$ cat src/rtl/pull_pkg.sv
package pull_pkg;
  localparam logic [1:0] PULL_Z    = 2'b00;
  localparam logic [1:0] PULL_UP   = 2'b01;
  localparam logic [1:0] PULL_DN   = 2'b10;
  localparam logic [1:0] PULL_KEEP = 2'b11;

  function automatic bit pin_is_aon(int g, int ppb, int aon_pins);
    return (g / ppb == 0) && (g % ppb < aon_pins);
  endfunction

  function automatic int pin_reg(int g, int ppb, int aon_pins, int main_base);
    if (pin_is_aon(g, ppb, aon_pins)) return (g % ppb) / 8;
    return main_base + (g / ppb) * (ppb / 8) + (g % ppb) / 8;
  endfunction

  function automatic int pin_slot(int g, int ppb, int aon_pins);
    if (pin_is_aon(g, ppb, aon_pins)) return (g % ppb) % 8;
    return 7 - (g % ppb) % 8;
  endfunction
endpackage

$ cat src/rtl/pull_decode.sv
module pull_decode
  import pull_pkg::*;
(
  input  logic [1:0] mode_i,
  output logic       up_o,
  output logic       dn_o,
  output logic       keep_o
);
  always_comb begin
    up_o   = (mode_i == PULL_UP);
    dn_o   = (mode_i == PULL_DN);
    keep_o = (mode_i == PULL_KEEP);
    assert_one_mode_R2: assert ($onehot0({up_o, dn_o, keep_o}));
  end
endmodule

$ cat src/rtl/pad_keeper.sv
module pad_keeper (
  input  logic clk_i,
  input  logic rst_ni,
  input  logic oe_i,
  input  logic do_i,
  output logic held_o
);
  logic held_q;

  always_ff @(posedge clk_i or negedge rst_ni) begin
    if (!rst_ni)   held_q <= 1'b0;
    else if (oe_i) held_q <= do_i;
  end

  assign held_o = held_q;

  assert_keep_follow_R9: assert property (@(posedge clk_i) disable iff (!rst_ni)
    oe_i |=> held_o == $past(do_i));
  assert_keep_hold_R9: assert property (@(posedge clk_i) disable iff (!rst_ni)
    !oe_i |=> $stable(held_o));
endmodule

$ cat src/rtl/pull_pin.sv
module pull_pin
  import pull_pkg::*;
(
  input  logic       clk_i,
  input  logic       rst_ni,
  input  logic       wr_en_i,
  input  logic       hit_i,
  input  logic [1:0] wmask_i,
  input  logic [1:0] wdata_i,
  input  logic       pad_oe_i,
  input  logic       pad_do_i,
  output logic [1:0] mode_o,
  output logic       up_o,
  output logic       dn_o,
  output logic       keep_o,
  output logic       pad_val_o,
  output logic       pad_float_o
);
  logic [1:0] mode_q;
  logic       held;

  always_ff @(posedge clk_i or negedge rst_ni) begin
    if (!rst_ni) mode_q <= PULL_Z;
    else if (wr_en_i && hit_i) begin
      for (int i = 0; i < 2; i++)
        if (wmask_i[i]) mode_q[i] <= wdata_i[i];
    end
  end

  assign mode_o = mode_q;

  pull_decode i_dec (.mode_i(mode_q), .up_o(up_o), .dn_o(dn_o), .keep_o(keep_o));

  pad_keeper i_keep (
    .clk_i(clk_i), .rst_ni(rst_ni), .oe_i(pad_oe_i), .do_i(pad_do_i), .held_o(held)
  );

  always_comb begin
    pad_float_o = 1'b0;
    if (pad_oe_i)    pad_val_o = pad_do_i;
    else if (up_o)   pad_val_o = 1'b1;
    else if (keep_o) pad_val_o = held;
    else begin
      pad_val_o   = 1'b0;
      pad_float_o = !dn_o;
    end
  end

  assert_unselected_hold_R1: assert property (@(posedge clk_i) disable iff (!rst_ni)
    !(wr_en_i && hit_i) |=> $stable(mode_o));
  assert_masked_bits_hold_R1: assert property (@(posedge clk_i) disable iff (!rst_ni)
    (wr_en_i && hit_i && wmask_i == 2'b00) |=> $stable(mode_o));
  assert_pad_driven_R10: assert property (@(posedge clk_i) disable iff (!rst_ni)
    pad_oe_i |-> (pad_val_o == pad_do_i) && !pad_float_o);
endmodule

$ cat src/rtl/pad_pull_regs.sv
module pad_pull_regs
  import pull_pkg::*;
#(
  parameter int NUM_BANKS     = 4,
  parameter int PINS_PER_BANK = 32,
  parameter int AON_PINS      = 12,
  parameter int MAIN_BASE     = 4,
  parameter int ADDR_W        = 5,
  localparam int NUM_PINS     = NUM_BANKS * PINS_PER_BANK
) (
  input  logic                clk_i,
  input  logic                rst_ni,
  input  logic                wr_en_i,
  input  logic [ADDR_W-1:0]   addr_i,
  input  logic [31:0]         wdata_i,
  output logic [31:0]         rdata_o,
  output logic [NUM_PINS-1:0] pull_up_o,
  output logic [NUM_PINS-1:0] pull_dn_o,
  output logic [NUM_PINS-1:0] keep_en_o,
  input  logic [NUM_PINS-1:0] pad_oe_i,
  input  logic [NUM_PINS-1:0] pad_do_i,
  output logic [NUM_PINS-1:0] pad_val_o,
  output logic [NUM_PINS-1:0] pad_float_o
);
  logic [NUM_PINS-1:0]       hit;
  logic [NUM_PINS-1:0][15:0] rd_part;

  for (genvar g = 0; g < NUM_PINS; g++) begin : g_pin
    localparam int REG_ADDR = pin_reg(g, PINS_PER_BANK, AON_PINS, MAIN_BASE);
    localparam int SLOT     = pin_slot(g, PINS_PER_BANK, AON_PINS);
    logic [1:0] mode;

    assign hit[g] = (addr_i == ADDR_W'(REG_ADDR));

    pull_pin i_pin (
      .clk_i      (clk_i),
      .rst_ni     (rst_ni),
      .wr_en_i    (wr_en_i),
      .hit_i      (hit[g]),
      .wmask_i    (wdata_i[16+2*SLOT +: 2]),
      .wdata_i    (wdata_i[2*SLOT +: 2]),
      .pad_oe_i   (pad_oe_i[g]),
      .pad_do_i   (pad_do_i[g]),
      .mode_o     (mode),
      .up_o       (pull_up_o[g]),
      .dn_o       (pull_dn_o[g]),
      .keep_o     (keep_en_o[g]),
      .pad_val_o  (pad_val_o[g]),
      .pad_float_o(pad_float_o[g])
    );

    assign rd_part[g] = hit[g] ? (16'(mode) << (2*SLOT)) : 16'h0000;
  end

  always_comb begin
    rdata_o = '0;
    for (int g = 0; g < NUM_PINS; g++) rdata_o[15:0] = rdata_o[15:0] | rd_part[g];
  end

  assert_mask_half_zero_R6: assert property (@(posedge clk_i) disable iff (!rst_ni)
    rdata_o[31:16] == 16'h0000);
  assert_reset_clear_R8: assert property (@(posedge clk_i)
    $rose(rst_ni) |-> (rdata_o == 32'h0) && (pull_up_o == '0) && (pull_dn_o == '0)
                      && (keep_en_o == '0));
  assert_no_hit_zero_R7: assert property (@(posedge clk_i) disable iff (!rst_ni)
    (hit == '0) |-> rdata_o == 32'h0);
endmodule

$ cat config.mk
export PLATFORM = sky130hd
export DESIGN_NAME = pad_pull_regs
export DESIGN_NICKNAME = d
export VERILOG_FILES = /design/src/rtl/pull_pkg.sv /design/src/rtl/pull_decode.sv /design/src/rtl/pad_keeper.sv /design/src/rtl/pull_pin.sv /design/src/rtl/pad_pull_regs.sv
export SDC_FILE = /design/constraint.sdc
export NUM_CORES = 1
export LEC_CHECK = 0
export ABC_AREA = 0
export BUFFER_PORTS_ARGS = -buffer_cell sky130_fd_sc_hd__buf_4
export CAP_MARGIN = 20
export CORE_AREA = 3 3 374 376
export DETAILED_ROUTE_END_ITERATION = 6
export DIE_AREA = 0 0 377 379
export PLACE_DENSITY = 0.43
export SYNTH_ARGS = -nofsm -noshare
export SYNTH_HDL_FRONTEND = slang
export SYNTH_HIERARCHICAL = 1
export SYNTH_SLANG_ARGS = --single-unit
$ cat constraint.sdc
create_clock -name clk_i -period 3.25 [get_ports clk_i]
set_clock_uncertainty 0.05 [all_clocks]
set_input_delay 0.325 -clock clk_i [delete_from_list [all_inputs] [get_ports clk_i]]
set_output_delay 0.325 -clock clk_i [all_outputs]
set_load 0.005 [all_outputs]
Yosys cells after proc, flatten, opt, wreduce, memory -nomap -nowiden
Cells that the tools add are included.
{ "word_totals": {"reg_bits": 384, "in_bits": 296, "output_inout_bits": 672, "word_cells": 2209} }
{ "op_classes": {"eq_ne": 400, "mux": 896, "bitwise": 127, "n_reduce_logical": 402} }
{ "ops": {"columns": ["op", "count"], "rows": [
  ["bitwise OR 16 bit", 71],
  ["2-to-1 mux 1 bit", 768],
  ["equality test 2 bit, second input constant", 256],
  ["AND reduction 2 bit", 256],
  ["equality test 2 x 1 -> 1 bit, second input constant", 128],
  ["2-to-1 mux 16 bit", 15],
  ["2-to-1 mux 14 bit", 15],
  ["2-to-1 mux 12 bit", 15],
  ["2-to-1 mux 10 bit", 15],
  ["bitwise OR 16 x 6 -> 16 bit", 9],
  ["bitwise OR 16 x 8 -> 16 bit", 9],
  ["2-to-1 mux 8 bit", 17],
  ["logical NOT 1 bit", 128],
  ["bitwise OR 16 x 2 -> 16 bit", 8],
  ["bitwise OR 16 x 4 -> 16 bit", 8],
  ["bitwise OR 16 x 10 -> 16 bit", 7],
  ["bitwise OR 16 x 12 -> 16 bit", 7],
  ["bitwise OR 16 x 14 -> 16 bit", 7],
  ["2-to-1 mux 6 bit", 17],
  ["2-to-1 mux 4 bit", 17],
  ["equality test 5 x 4 -> 1 bit, second input constant", 8],
  ["2-to-1 mux 2 bit", 17],
  ["equality test 5 bit, second input constant", 4],
  ["logical AND 1 bit", 17],
  ["4 further kinds", 6]
]} }

Depth between registers and ports, before layout
Gate-level depths: netlist (run 1).
{ "depth": {"word_depth": 129, "ltp_mapped": 8, "mapped_depth_nobuf": 5} }

By module
Netlist (run 1), hierarchy kept.
{ "by_module_without_submodules": {"columns": ["mod", "instances", "cells_each", "area_per_inst_um2"], "rows": [
  ["pull_pin", 128, 10, 110.1],
  ["pad_keeper", 128, 2, 40.0],
  ["pull_decode", 128, 3, 22.5],
  ["pad_pull_regs", 1, 258, 1934.4]
]} }

Least setup slack after synthesis (run 1)
Ideal clock, no wire load.
{ "synth_path": {"kind": "input port to output port", "start": "input addr_i[2]", "end": "output rdata_o[14]", "arrival_time_ns": 1.793, "required_time_ns": 2.875, "path_slack_ns": 1.082, "path_stages": 8, "cell_sequence": "buf_2 > or3b_1 > buf_4 > nor2_2 > buf_2 > a22oi_1 > and4_1 > nand4_1"} }
{ "synth_between": {"elab_cells_between_ends": 151, "classes_between": "eq/ne: 14; mux: 15; bitwise: 121; reduce/logical: 1"} }
{ "synth_lines": {"columns": ["element", "line", "text"], "rows": [
  ["from (decl)", "pad_pull_regs.sv:14", "input logic [ADDR_W-1:0] addr_i,"],
  ["equality test 5 bit", "pad_pull_regs.sv:33", "assign hit[g] = (addr_i == ADDR_W'(REG_ADDR));"],
  ["named net hit[120]", "pad_pull_regs.sv:25", "logic [NUM_PINS-1:0] hit;"],
  ["2-to-1 mux 16 bit", "pad_pull_regs.sv:52", "assign rd_part[g] = hit[g] ? (16'(mode) << (2*SLOT)) : 16'h0000;"],
  ["bitwise OR 16 bit (8 in series)", "pad_pull_regs.sv:57", "for (int g = 0; g < NUM_PINS; g++) rdata_o[15:0] = rdata_o[15:0] | rd_part[g];"],
  ["to (decl)", "pad_pull_regs.sv:16", "output logic [31:0] rdata_o,"]
]} }
The timed path passes the listed nets, and every way through them passes these cells.

Worst setup path after layout (run 1)
{ "layout_path": {"start": "register g_pin[15].i_pin.mode_q[1]", "end": "output pad_float_o[15]"} }
{ "layout_between": {"elab_chain_cells": 5, "elab_cells_between_ends": 7, "classes_between": "eq/ne: 3; mux: 3; reduce/logical: 1"} }
{ "layout_rtl": {"columns": ["element", "line", "text"], "rows": [
  ["from (decl)", "pull_pin.sv:19", "logic [1:0] mode_q;"],
  ["from (signal, indexed assignment)", "pull_pin.sv:26", "if (wmask_i[i]) mode_q[i] <= wdata_i[i];"],
  ["equality test 2 bit", "pull_decode.sv:11", "dn_o = (mode_i == PULL_DN);"],
  ["logical NOT 1 bit", "pull_pin.sv:45", "pad_float_o = !dn_o;"],
  ["2-to-1 mux 1 bit", "pull_pin.sv:42", "else if (keep_o) pad_val_o = held;"],
  ["2-to-1 mux 1 bit (*)", "pull_pin.sv:41", "else if (up_o) pad_val_o = 1'b1;"],
  ["2-to-1 mux 1 bit (*)", "pull_pin.sv:40", "if (pad_oe_i) pad_val_o = pad_do_i;"],
  ["to (decl)", "pad_pull_regs.sv:23", "output logic [NUM_PINS-1:0] pad_float_o"]
]} }
Every way passes the cells marked *; elsewhere a longest branch is shown, timed or not.

==> results.sh, run 1 <==
export IMPL_crit_path_end_kind="output pin"
export IMPL_synth_async_reset_ratio_pct=100.0
export IMPL_setup_viol=0
export IMPL_syn_area_per_cell_um2=11.04
export IMPL_grt_pass1_vias=24140
export IMPL_grt_max_degree=76
export IMPL_synth_cell_types=53
export IMPL_grt_use_total_pct=17.77
export IMPL_grt_pass1_wl_um=184700
export IMPL_relSlewSlack_pct=31.21
export IMPL_dr_total_vias=23570
export IMPL_wl_per_cell_um=24.95
export IMPL_cts_setup_buffers=0
export IMPL_p_leak_nw=18.47
export IMPL_cts_sinks=384
export IMPL_crit_required_ps=2870
export IMPL_critical_path_max_stage_delay_ps=890
export IMPL_cts_buffer_depth=3
export IMPL_cts_tree="yes"
export IMPL_crit_slowest_cell="nor4_1"
export IMPL_clock_latency_ps=640
export IMPL_fin_tns_setup_ps=0
export IMPL_hold_class="input pin to register"
export IMPL_synthesis_area_um2=24040
export IMPL_ir_drop_mv=0.3647
export IMPL_die_x_um=377
export IMPL_gp_congestion=0.8601
export IMPL_fin_area_um2=38480
export IMPL_timing_final_crit_share_pct=91.50
export IMPL_fmax_mhz=336.3
export IMPL_rsz0062_at_grt="false"
export IMPL_routed_wl_um=133200
export IMPL_ant_nets=0
export IMPL_arrival_ps=2600
export IMPL_final_nets=3783
export IMPL_io_pins=968
export IMPL_ys_flop_type="dfrtp_1"
export IMPL_dp_hpwl_um=103200
export IMPL_die_area_um2=142900
export IMPL_die_h_um=379
export IMPL_syn_instance_count=2178
export IMPL_hold_viol_final=0
export IMPL_fin_crit_ps=2974
export IMPL_worstMarginPinSlew_ps=1022
export IMPL_grt_overflow=0
export IMPL_rows=136
export IMPL_antenna_found_initial=12
export IMPL_clkSlewWorstSetupHoldPaths_ps=60
export IMPL_htreeDepth=2
export IMPL_drc=0
export IMPL_yosys_warnings=6
export IMPL_powerDensity_nw_per_um2=476.7
export IMPL_synth_seq_cells=384
export IMPL_crit_type="register to output pin"
export IMPL_place_port_buffers=951
export IMPL_root_buffer="clkbuf_16"
export IMPL_floorplan_initialDensity_pct=17.52
export IMPL_core_um2=137200
export IMPL_path_cells="and2_2, nor4_1, buf_4"
export IMPL_initialDrtViolationCount=1217
export IMPL_numCtsBuffers=57
export IMPL_report_final_slew_viol_count=0
export IMPL_seq_area_um2=9609
export IMPL_drt_pass1_iter_count=6
export IMPL_place_inst=4954
export IMPL_syn_to_final_growth_pct=60.10
export IMPL_nFillCells=14540
export IMPL_cp_top_family="simple AND/OR/NAND/NOR gates"
export IMPL_synth_seq_area_share_pct=39.98
export IMPL_final_cells=5341
export IMPL_worstSetupStartpointType="register"
export IMPL_status="complete, no violations"
export IMPL_cp_num_buf_inv=1
export IMPL_worst_path_max_fanout=5
export IMPL_drive_gt1_share_pct=49.99
export IMPL_maxCapViolations=0
export IMPL_vias_per_cell=4.413
export IMPL_detailed_place_area_um2=33790
export IMPL_multi_input_area_um2=14220
export IMPL_synth_edf_count=0
==> final timing paths <==
| check | slack [ps] | to | from | cells after the start |
|---|---|---|---|---|
| worst max-delay path | 280 | pad_float_o[15] | g_pin[15].i_pin/mode_o[1] | 3 |
| worst min-delay path | 50 | g_pin[90].i_pin/mode_o[1] | wdata_i[11] | 2 |
| worst max register to register | 1850 | g_pin[4].i_pin/i_keep/held_o | g_pin[4].i_pin/i_keep/held_o | 2 |
| worst min register to register | 530 | g_pin[61].i_pin/mode_o[1] | g_pin[61].i_pin/mode_o[1] | 1 |
| max in group asynchronous | 1880 | g_pin[49].i_pin/i_keep/held_o | rst_ni | 3 |
| min in group asynchronous | 230 | g_pin[118].i_pin/i_keep/held_o | rst_ni | 2 |
==> routing by layer <==
layer / share of wire (%) / vias up / global-route usage (%)
met1: 44 / 11890 / 23.11
met4: 2.3 / 0 / 5.021
met5: 0 / - / 0
met2: 49 / 797 / 30.34
met3: 5.1 / 117 / 2.789
li1: - / 10770 / -
==> cell usage after synthesis, types with 2 or more instances <==
library cell | number | area [um2]
buf_6 | 5 | 56.30
nor2b_1 | 129 | 807.0
or3_1 | 4 | 25.02
nor2_1 | 7 | 26.28
nand2_1 | 138 | 518.0
and2_2 | 128 | 960.9
nor2_2 | 3 | 18.77
mux2_4 | 384 | 5766
nor3_4 | 2 | 32.53
and2b_2 | 129 | 1130
nand3_1 | 260 | 1301
a22oi_1 | 83 | 623.1
or3b_4 | 2 | 22.52
o22ai_1 | 2 | 12.51
a32oi_1 | 2 | 17.52
dfrtp_1 | 384 | 9609
mux2i_1 | 3 | 30.03
nor4_1 | 128 | 800.8
a221oi_1 | 8 | 70.07
a21oi_1 | 133 | 665.6
o21ai_0 | 129 | 645.6
inv_1 | 4 | 15.01
nand4_1 | 14 | 87.58
buf_2 | 5 | 25.02
buf_4 | 29 | 217.7
nor3_1 | 3 | 15.01
nand2b_1 | 2 | 12.51
nor2_4 | 6 | 67.56
a22o_1 | 8 | 70.07
and4_1 | 6 | 52.55
a222oi_1 | 8 | 80.08
nor3b_1 | 3 | 22.52
mux2_2 | 2 | 22.52
nand3b_1 | 3 | 22.52
and3_1 | 4 | 25.02
==> flip-flops by register name, indices dropped and copies added, names as in the netlist <==
signal                     count
g_pin.i_pin/i_keep/held_o    128
g_pin.i_pin/mode_o           256
==> power by group <==
part	switching, mW	internal (mW)	total [mW]
Sequential	1.01	5.36	6.38
Combinational	2.21	3.06	5.27
Clock	2.58	4.13	6.70
==> logic make-up (layout without fill, tap and decap cells) <==
| kind of cell | after synthesis | in the layout | share of synthesized area (%) |
|---|---|---|---|
| flops | 384 | 384 | 39.98 |
| compound gates | 382 | 382 | 9.474 |
| buf+inv | 44 | 1380 | 1.322 |
| simple gates | 978 | 978 | 25.00 |
| mux | 389 | 389 | 24.21 |
| other cells | 1 | 34 | 0.01560 |
==> cell type report <==
class / count / share of cell area [%]
Antenna cell: 18 / 0.1171
Clock buffer: 80 / 4.269
Clock inverter: 21 / 0.8421
Inverter: 4 / 0.03902
Multi-Input combinational cell: 1765 / 36.95
Sequential cell: 384 / 24.97
Tap cell: 1794 / 5.833
Timing Repair Buffer: 1275 / 26.98
==> metrics by stage <==
step / worst slack (ps) / utilization, % / total power [mW] / hold slack [ps]
detailed placement: 333.1 / 24.64 / 11.41 / 375.0
finish: 276.4 / 28.06 / 18.35 / 53.11
CTS: 239.0 / 28.03 / 18.68 / 1.154
global placement: 345.5 / 24.64 / 11.40 / 378.9
global route: 200.8 / 28.03 / 19.25 / 39.98
floorplan: 1082 / - / 7.986 / -20.59
==> placed cells by master, fill, tap and decap left out, types with 3 or more instances in the layout <==
cell type and count:
nor3_1 3, mux2_4 384, nor2b_1 129, buf_4 995, a222oi_1 8, diode_2 18, nor4_1 128, dlygate4sd3_1 268
a22oi_1 83, clkbuf_16 57, and3_1 4, bufinv_16 8, nor3_4 3, mux2i_1 3, conb_1 16, a22o_1 8
a21oi_1 133, buf_12 10, nor3b_1 3, nand3_1 260, clkbuf_8 13, a221oi_1 8, and2b_2 129, clkbuf_1 10
inv_1 4, dfrtp_1 384, nand2_1 138, nand4_1 14, or3_1 4, clkinv_2 11, and2_2 128, o21ai_0 129
nor2_1 4, nor2_4 12, nand3b_1 3, and4_1 6
==> timing repair <==
action                                  in CTS  in global routing
endpoints found under the hold margin      314                  0
resized for setup                            0                  0
hold buffers                               268                  0
endpoints found under the setup margin       0                  0
No activity file was read; power rests on OpenSTA's default activity.
==> run 2: changes to the inputs <==
Clock period 3.25 ns to 2.8 ns, I/O delays scaled along.
==> run 2 against run 1 <==
  * The run now ends with setup timing left
  * Register-to-register slack got worse by 570 ps
  * Clock-buffer cell count decreased by 2
  * Routed wire length increased by 0.47%
  * Core utilization increased by 0.34 points
  * First-iteration DRC count increased by 4.7%
  * Combinational power increased by 19%
  * Cell count increased by 0.92%
  * Flip-flop and latch count unchanged
  * Cell area increased by 1.2%
  * Critical path type unchanged
  * Largest cell class unchanged
  * Largest power group is now registers
==> results.sh, run 2 (same netlist as run 1, synthesis figures left out) <==
export IMPL_worstMarginPinSlew_ps=813.3
export IMPL_drive_gt1_share_pct=50.46
export IMPL_rr_startpoint="g_pin[65].i_pin/mode_o[0]"
export IMPL_critical_path_max_stage_delay_ps=720
export IMPL_p_leak_nw=18.66
export IMPL_maxCapViolations=0
export IMPL_floorplan_initialDensity_pct=17.52
export IMPL_cp_num_buf_inv=1
export IMPL_grt_max_degree=67
export IMPL_grt_pass1_vias=24150
export IMPL_timing_final_crit_share_pct=100.9
export IMPL_violations="setup timing"
export IMPL_report_final_slew_viol_count=0
export IMPL_ant_nets=0
export IMPL_detailed_place_area_um2=34090
export IMPL_fin_crit_ps=2825
export IMPL_grt_pass1_wl_um=184900
export IMPL_fin_ws_ps=-25.33
export IMPL_dr_total_vias=23690
export IMPL_arrival_ps=2500
export IMPL_crit_path_end_kind="output pin"
export IMPL_core_um2=137200
export IMPL_cts_buffer_depth=3
export IMPL_path_cells="and2_2, nor4_1, buf_4"
export IMPL_root_buffer="clkbuf_16"
export IMPL_min_from="wdata_i[26]"
export IMPL_cp_startpoint="g_pin[44].i_pin/mode_o[1]"
export IMPL_final_nets=3830
export IMPL_crit_type="register to output pin"
export IMPL_cts_sinks=384
export IMPL_dpl_worst_slack_ps=29.22
export IMPL_clock_latency_ps=670
export IMPL_numCtsBuffers=56
export IMPL_cts_tree="yes"
export IMPL_drt_pass1_iter_count=6
export IMPL_gp_congestion=0.8534
export IMPL_nFillCells=14550
export IMPL_worstSetupStartpointType="register"
export IMPL_htreeDepth=2
export IMPL_routed_wl_um=133900
export IMPL_swShare_pct=32.86
export IMPL_p_clk_share_pct=34.6
export IMPL_dp_hpwl_um=106200
export IMPL_ir_drop_mv=0.4311
export IMPL_layout_commonest_cell="buf_4"
export IMPL_setup_viol=1
export IMPL_syn_to_final_growth_pct=62.06
export IMPL_wl_per_cell_um=24.84
export IMPL_die_x_um=377
export IMPL_grt_overflow=0
export IMPL_final_cells=5390
export IMPL_grt_use_total_pct=17.88
export IMPL_drc=0
export IMPL_vias_per_cell=4.396
export IMPL_place_port_buffers=951
export IMPL_die_h_um=379
export IMPL_status="finished with violations"
export IMPL_switchingPower_mw=6.877
export IMPL_clkSlewWorstSetupHoldPaths_ps=60
export IMPL_rsz0062_at_grt="true"
export IMPL_internal_power_mw=14.05
export IMPL_worst_path_max_fanout=5
export IMPL_rows=136
export IMPL_fmax_mhz=353.9
export IMPL_cp_top_family="simple AND/OR/NAND/NOR gates"
export IMPL_io_pins=968
export IMPL_fin_area_um2=38950
export IMPL_final_cell_mix="1010 x buf_4, 384 x mux2_4, 378 x dfrtp_1"
export IMPL_die_area_um2=142900
export IMPL_initialDrtViolationCount=1274
export IMPL_hold_viol_final=0
export IMPL_powerDensity_nw_per_um2=537.3
export IMPL_hold_class="input pin to register"
export IMPL_final_util_pct=28.40
export IMPL_place_inst=4977
export IMPL_relSlewSlack_pct=45.28
export IMPL_crit_slowest_cell="nor4_1"
export IMPL_comb_power_share_pct=29.9
export IMPL_largest_reg_flops=256
export IMPL_crit_required_ps=2470
export IMPL_seq_power_share_pct=35.4
export IMPL_antenna_found_initial=15
==> run 2: cell types whose count changed in the layout (fill, tap and decap cells not counted), sizes merged <==
cell | before | now
clkbuf | 80 | 78
clkinvlp | 0 | 7
bufinv | 8 | 2
buf | 1007 | 1033
diode | 18 | 17
inv | 6 | 7
clkinv | 11 | 13
dlygate4sd3 | 268 | 290
==> run 2: layer usage <==
layer  part of all wire, %  wire [um]  vias up  track usage [%]
li1                      -          -    10880                -
met1                    44      59040    11890            23.33
met2                    48      64660      786            30.42
met3                   4.9       6620      141            2.862
met4                   2.6       3546        2            4.961
met5                0.0075         10        -                0
==> run 2: tightest hold or removal path, delay by kind of cell <==
| kind | cells | cell delay, ps |
|---|---|---|
| buf+inv | 1 | 180 |
| mux | 1 | 150 |
| simple gates | 1 | 120 |
==> run 2: timing repair <==
action / in CTS / in global routing
endpoints found under the setup margin: 5 / 3
pin swaps: 3 / 1
gates resized for setup: 11 / 5
buffers inserted: 3 / 0
endpoints found under the hold margin: 405 / 0
gates cloned: 0 / 0
hold buffers: 290 / 0
==> run 2: worst paths after layout <==
check / endpoint / slack, ps / cells after the start
max: pad_float_o[44] / -30 / 3
min: g_pin[42].i_pin/mode_o[0] / 50 / 3
max reg2reg: g_pin[65].i_pin/mode_o[0] / 1280 / 2
min reg2reg: g_pin[20].i_pin/mode_o[0] / 530 / 1
max in group asynchronous: g_pin[33].i_pin/mode_o[1] / 1650 / 3
min in group asynchronous: g_pin[83].i_pin/i_keep/held_o / 170 / 2
==> run 2: final cells by class <==
cell class	instances	area (um2)	area share [%]
Sequential cell	384	9617	24.69
Timing Repair Buffer	1323	10930	28.05
Clock inverter	25	234.0	0.6007
Inverter	4	15.01	0.03855
Antenna cell	17	42.54	0.1092
Clock buffer	78	1604	4.118
Multi-Input combinational cell	1765	14270	36.63
Tap cell	1794	2245	5.763
==> run 2: power by group through the flow <==
stage               Sequential (mW)  Combinational (mW)  Clock [mW]
floorplan                      6.79                2.48           0
global placement               7.55                5.77           0
detailed placement             7.55                5.79           0
CTS                            7.46                6.32        7.52
global route                   7.55                6.72        7.72
finish                         7.42                6.26        7.25
==> run 2: through the flow <==
step	power [mW]	hold WS [ps]	TNS, ps
after floorplan	9.270	-65.59	0
after global placement	13.33	277.8	0
after detailed placement	13.34	288.4	0
after CTS	21.29	0.01199	-67.44
after global routing	21.98	25.30	-35.60
final	20.93	51.72	-25.33
==> run 3: changes to the inputs <==
Settings changed: PLACE_DENSITY 0.43 to not set, PLACE_DENSITY_LB_ADDON set to 0.08.
==> run 3 against run 2 <==
  * The run now ends clean
  * Die area unchanged
  * Cell area down 0.22%
  * Maximum frequency up 5.9%
  * Via count down 0.98%
  * Routed wire length down 3.6%
  * Non-clock buffer count down 17
  * Cell count down 0.39%
  * Core utilization down 0.062 points
  * Clock power up 6.1%
  * Largest cell class unchanged
==> results.sh, run 3 (same netlist as run 1, synthesis figures left out) <==
export IMPL_io_pins=968
export IMPL_grt_max_degree=65
export IMPL_wl_per_cell_um=24.05
export IMPL_wl_met1_um=55500
export IMPL_power_mw=21.13
export IMPL_numCtsBuffers=56
export IMPL_met3_wirelength_um=6719
export IMPL_setup_viol=0
export IMPL_worstSetupStartpointType="register"
export IMPL_clkSlewWorstSetupHoldPaths_ps=60
export IMPL_wl_met2_um=63540
export IMPL_fin_crit_ps=2668
export IMPL_ir_drop_mv=0.3802
export IMPL_rr_startpoint="g_pin[40].i_pin/mode_o[0]"
export IMPL_cts_buffer_depth=3
export IMPL_crit_path_end="rdata_o[2]"
export IMPL_crit_path_end_kind="output pin"
export IMPL_vias_per_cell=4.370
export IMPL_dp_hpwl_um=101200
export IMPL_cp_num_buf_inv=2
export IMPL_core_um2=137200
export IMPL_worst_path_stages=6
export IMPL_dr_total_vias=23460
export IMPL_routed_wl_um=129100
export IMPL_grt_pass1_vias=24690
export IMPL_timing_hold_ws_ps=70.33
export IMPL_rsz0062_at_grt="false"
export IMPL_grt_pass1_wl_um=181400
export IMPL_floorplan_initialDensity_pct=17.52
export IMPL_arrival_ps=2340
export IMPL_drive_gt1_share_pct=50.51
export IMPL_ant_nets=0
export IMPL_grt_overflow=0
export IMPL_critical_path_max_stage_delay_ps=460
export IMPL_powerDensity_nw_per_um2=543.7
export IMPL_crit_slowest_cell="dfrtp_1"
export IMPL_place_port_buffers=951
export IMPL_rows=136
export IMPL_layout_commonest_cell="buf_4"
export IMPL_regToRegEndpoint="g_pin[40].i_pin/mode_o[0]"
export IMPL_timing_final_crit_share_pct=95.29
export IMPL_ff2ff_path_depth=2
export IMPL_die_h_um=379
export IMPL_root_buffer="clkbuf_16"
export IMPL_cp_top_family="simple AND/OR/NAND/NOR gates"
export IMPL_routed_top_layer="met4"
export IMPL_die_area_um2=142900
export IMPL_gp_congestion=0.8470
export IMPL_worst_path_max_fanout=5
export IMPL_cts_sinks=384
export IMPL_relSlewSlack_pct=51.14
export IMPL_path_cells="inv_1, o22ai_1, a32oi_1, nand4_1, or3_1, buf_4"
export IMPL_maxCapViolations=0
export IMPL_p_leak_nw=18.64
export IMPL_htreeDepth=2
export IMPL_r2r_setup_slack_ps=1350
export IMPL_drt_pass1_iter_count=7
export IMPL_clock_latency_ps=640
export IMPL_worstMarginPinSlew_ps=726.2
export IMPL_syn_to_final_growth_pct=61.70
export IMPL_antenna_found_initial=11
export IMPL_hold_class="input pin to register"
export IMPL_grt_use_total_pct=17.25
export IMPL_initialDrtViolationCount=990
export IMPL_report_final_slew_viol_count=0
export IMPL_nFillCells=14510
export IMPL_final_nets=3813
export IMPL_crit_type="register to output pin"
export IMPL_largest_reg_flops=256
export IMPL_cts_tree="yes"
export IMPL_drc=0
export IMPL_status="complete, no violations"
export IMPL_crit_required_ps=2470
export IMPL_die_x_um=377
export IMPL_fmax_mhz=374.8
export IMPL_final_cell_mix="1006 x buf_4, 384 x mux2_4, 377 x dfrtp_1"
export IMPL_cp_startpoint="g_pin[14].i_pin/mode_o[0]"
export IMPL_hold_viol_final=0
-- run 3: cell types whose count changed in the layout (fill, tap and decap cells not counted), sizes merged --
| cell | previous run | this run |
|---|---|---|
| dlygate4sd3 | 290 | 280 |
| clkbuf | 78 | 73 |
| bufinv | 2 | 7 |
| clkinvlp | 7 | 5 |
| buf | 1033 | 1026 |
| diode | 17 | 15 |
-- run 3: where the power goes --
group	total, mW	switching (mW)	internal [mW]
Combinational	6.11	2.52	3.59
Clock	7.69	3.00	4.69
Sequential	7.33	1.10	6.23
Total	21.1	6.63	14.5
-- run 3: how the worst min path moves through the flow --
stage                      from                            end  cells past startpoint
finish              wdata_i[26]       g_pin[5].i_pin/mode_o[0]                      3
global route         wdata_i[0]     g_pin[119].i_pin/mode_o[0]                      2
CTS                 wdata_i[27]       g_pin[5].i_pin/mode_o[1]                      3
detailed placement       rst_ni  g_pin[54].i_pin/i_keep/held_o                      1
global placement         rst_ni  g_pin[71].i_pin/i_keep/held_o                      1
floorplan                rst_ni   g_pin[0].i_pin/i_keep/held_o                      0
-- run 3: area by class of cell --
| cell class | instances | area [um2] | share of cell area (%) |
|---|---|---|---|
| Multi-Input combinational cell | 1765 | 14240 | 36.64 |
| Timing Repair Buffer | 1306 | 10750 | 27.65 |
| Sequential cell | 384 | 9618 | 24.75 |
| Clock inverter | 28 | 350.3 | 0.9014 |
| Inverter | 4 | 15.01 | 0.03863 |
| Antenna cell | 15 | 37.54 | 0.09658 |
| Clock buffer | 73 | 1617 | 4.159 |
| Tap cell | 1794 | 2245 | 5.775 |
-- run 3: tightest hold or removal path: cells and delay by family --
family	cells	cell delay, ps
and+or+nand+nor	1	120
buffers and inverters	1	180
muxes	1	150
-- run 3: layer usage --
| metal | global-route usage, % | up-vias |
|---|---|---|
| met5 | 0 | - |
| met4 | 4.769 | 0 |
| met3 | 3.238 | 126 |
| met2 | 30.09 | 768 |
| met1 | 21.64 | 11730 |
| li1 | - | 10840 |
-- run 3: stage by stage --
stage,setup TNS (ps),cell area [um2],std cells,worst slack [ps],util [%]
floorplan,0,24090,2193,722.0,-
global placement,0,34020,4971,152.3,24.80
detailed placement,0,34020,4971,113.5,24.80
CTS,-44.63,38810,5352,-44.63,28.30
global route,0,38830,5356,5.619,28.31
finish,0,38870,5369,132.0,28.34
-- run 3: timing repair --
| item | CTS | global route |
|---|---|---|
| resized for setup | 6 | 4 |
| hold buffers | 280 | 0 |
| setup endpoints to repair | 3 | 2 |
| pin swaps | 1 | 4 |
| setup buffers | 0 | 2 |
| hold endpoints to repair | 455 | 0 |
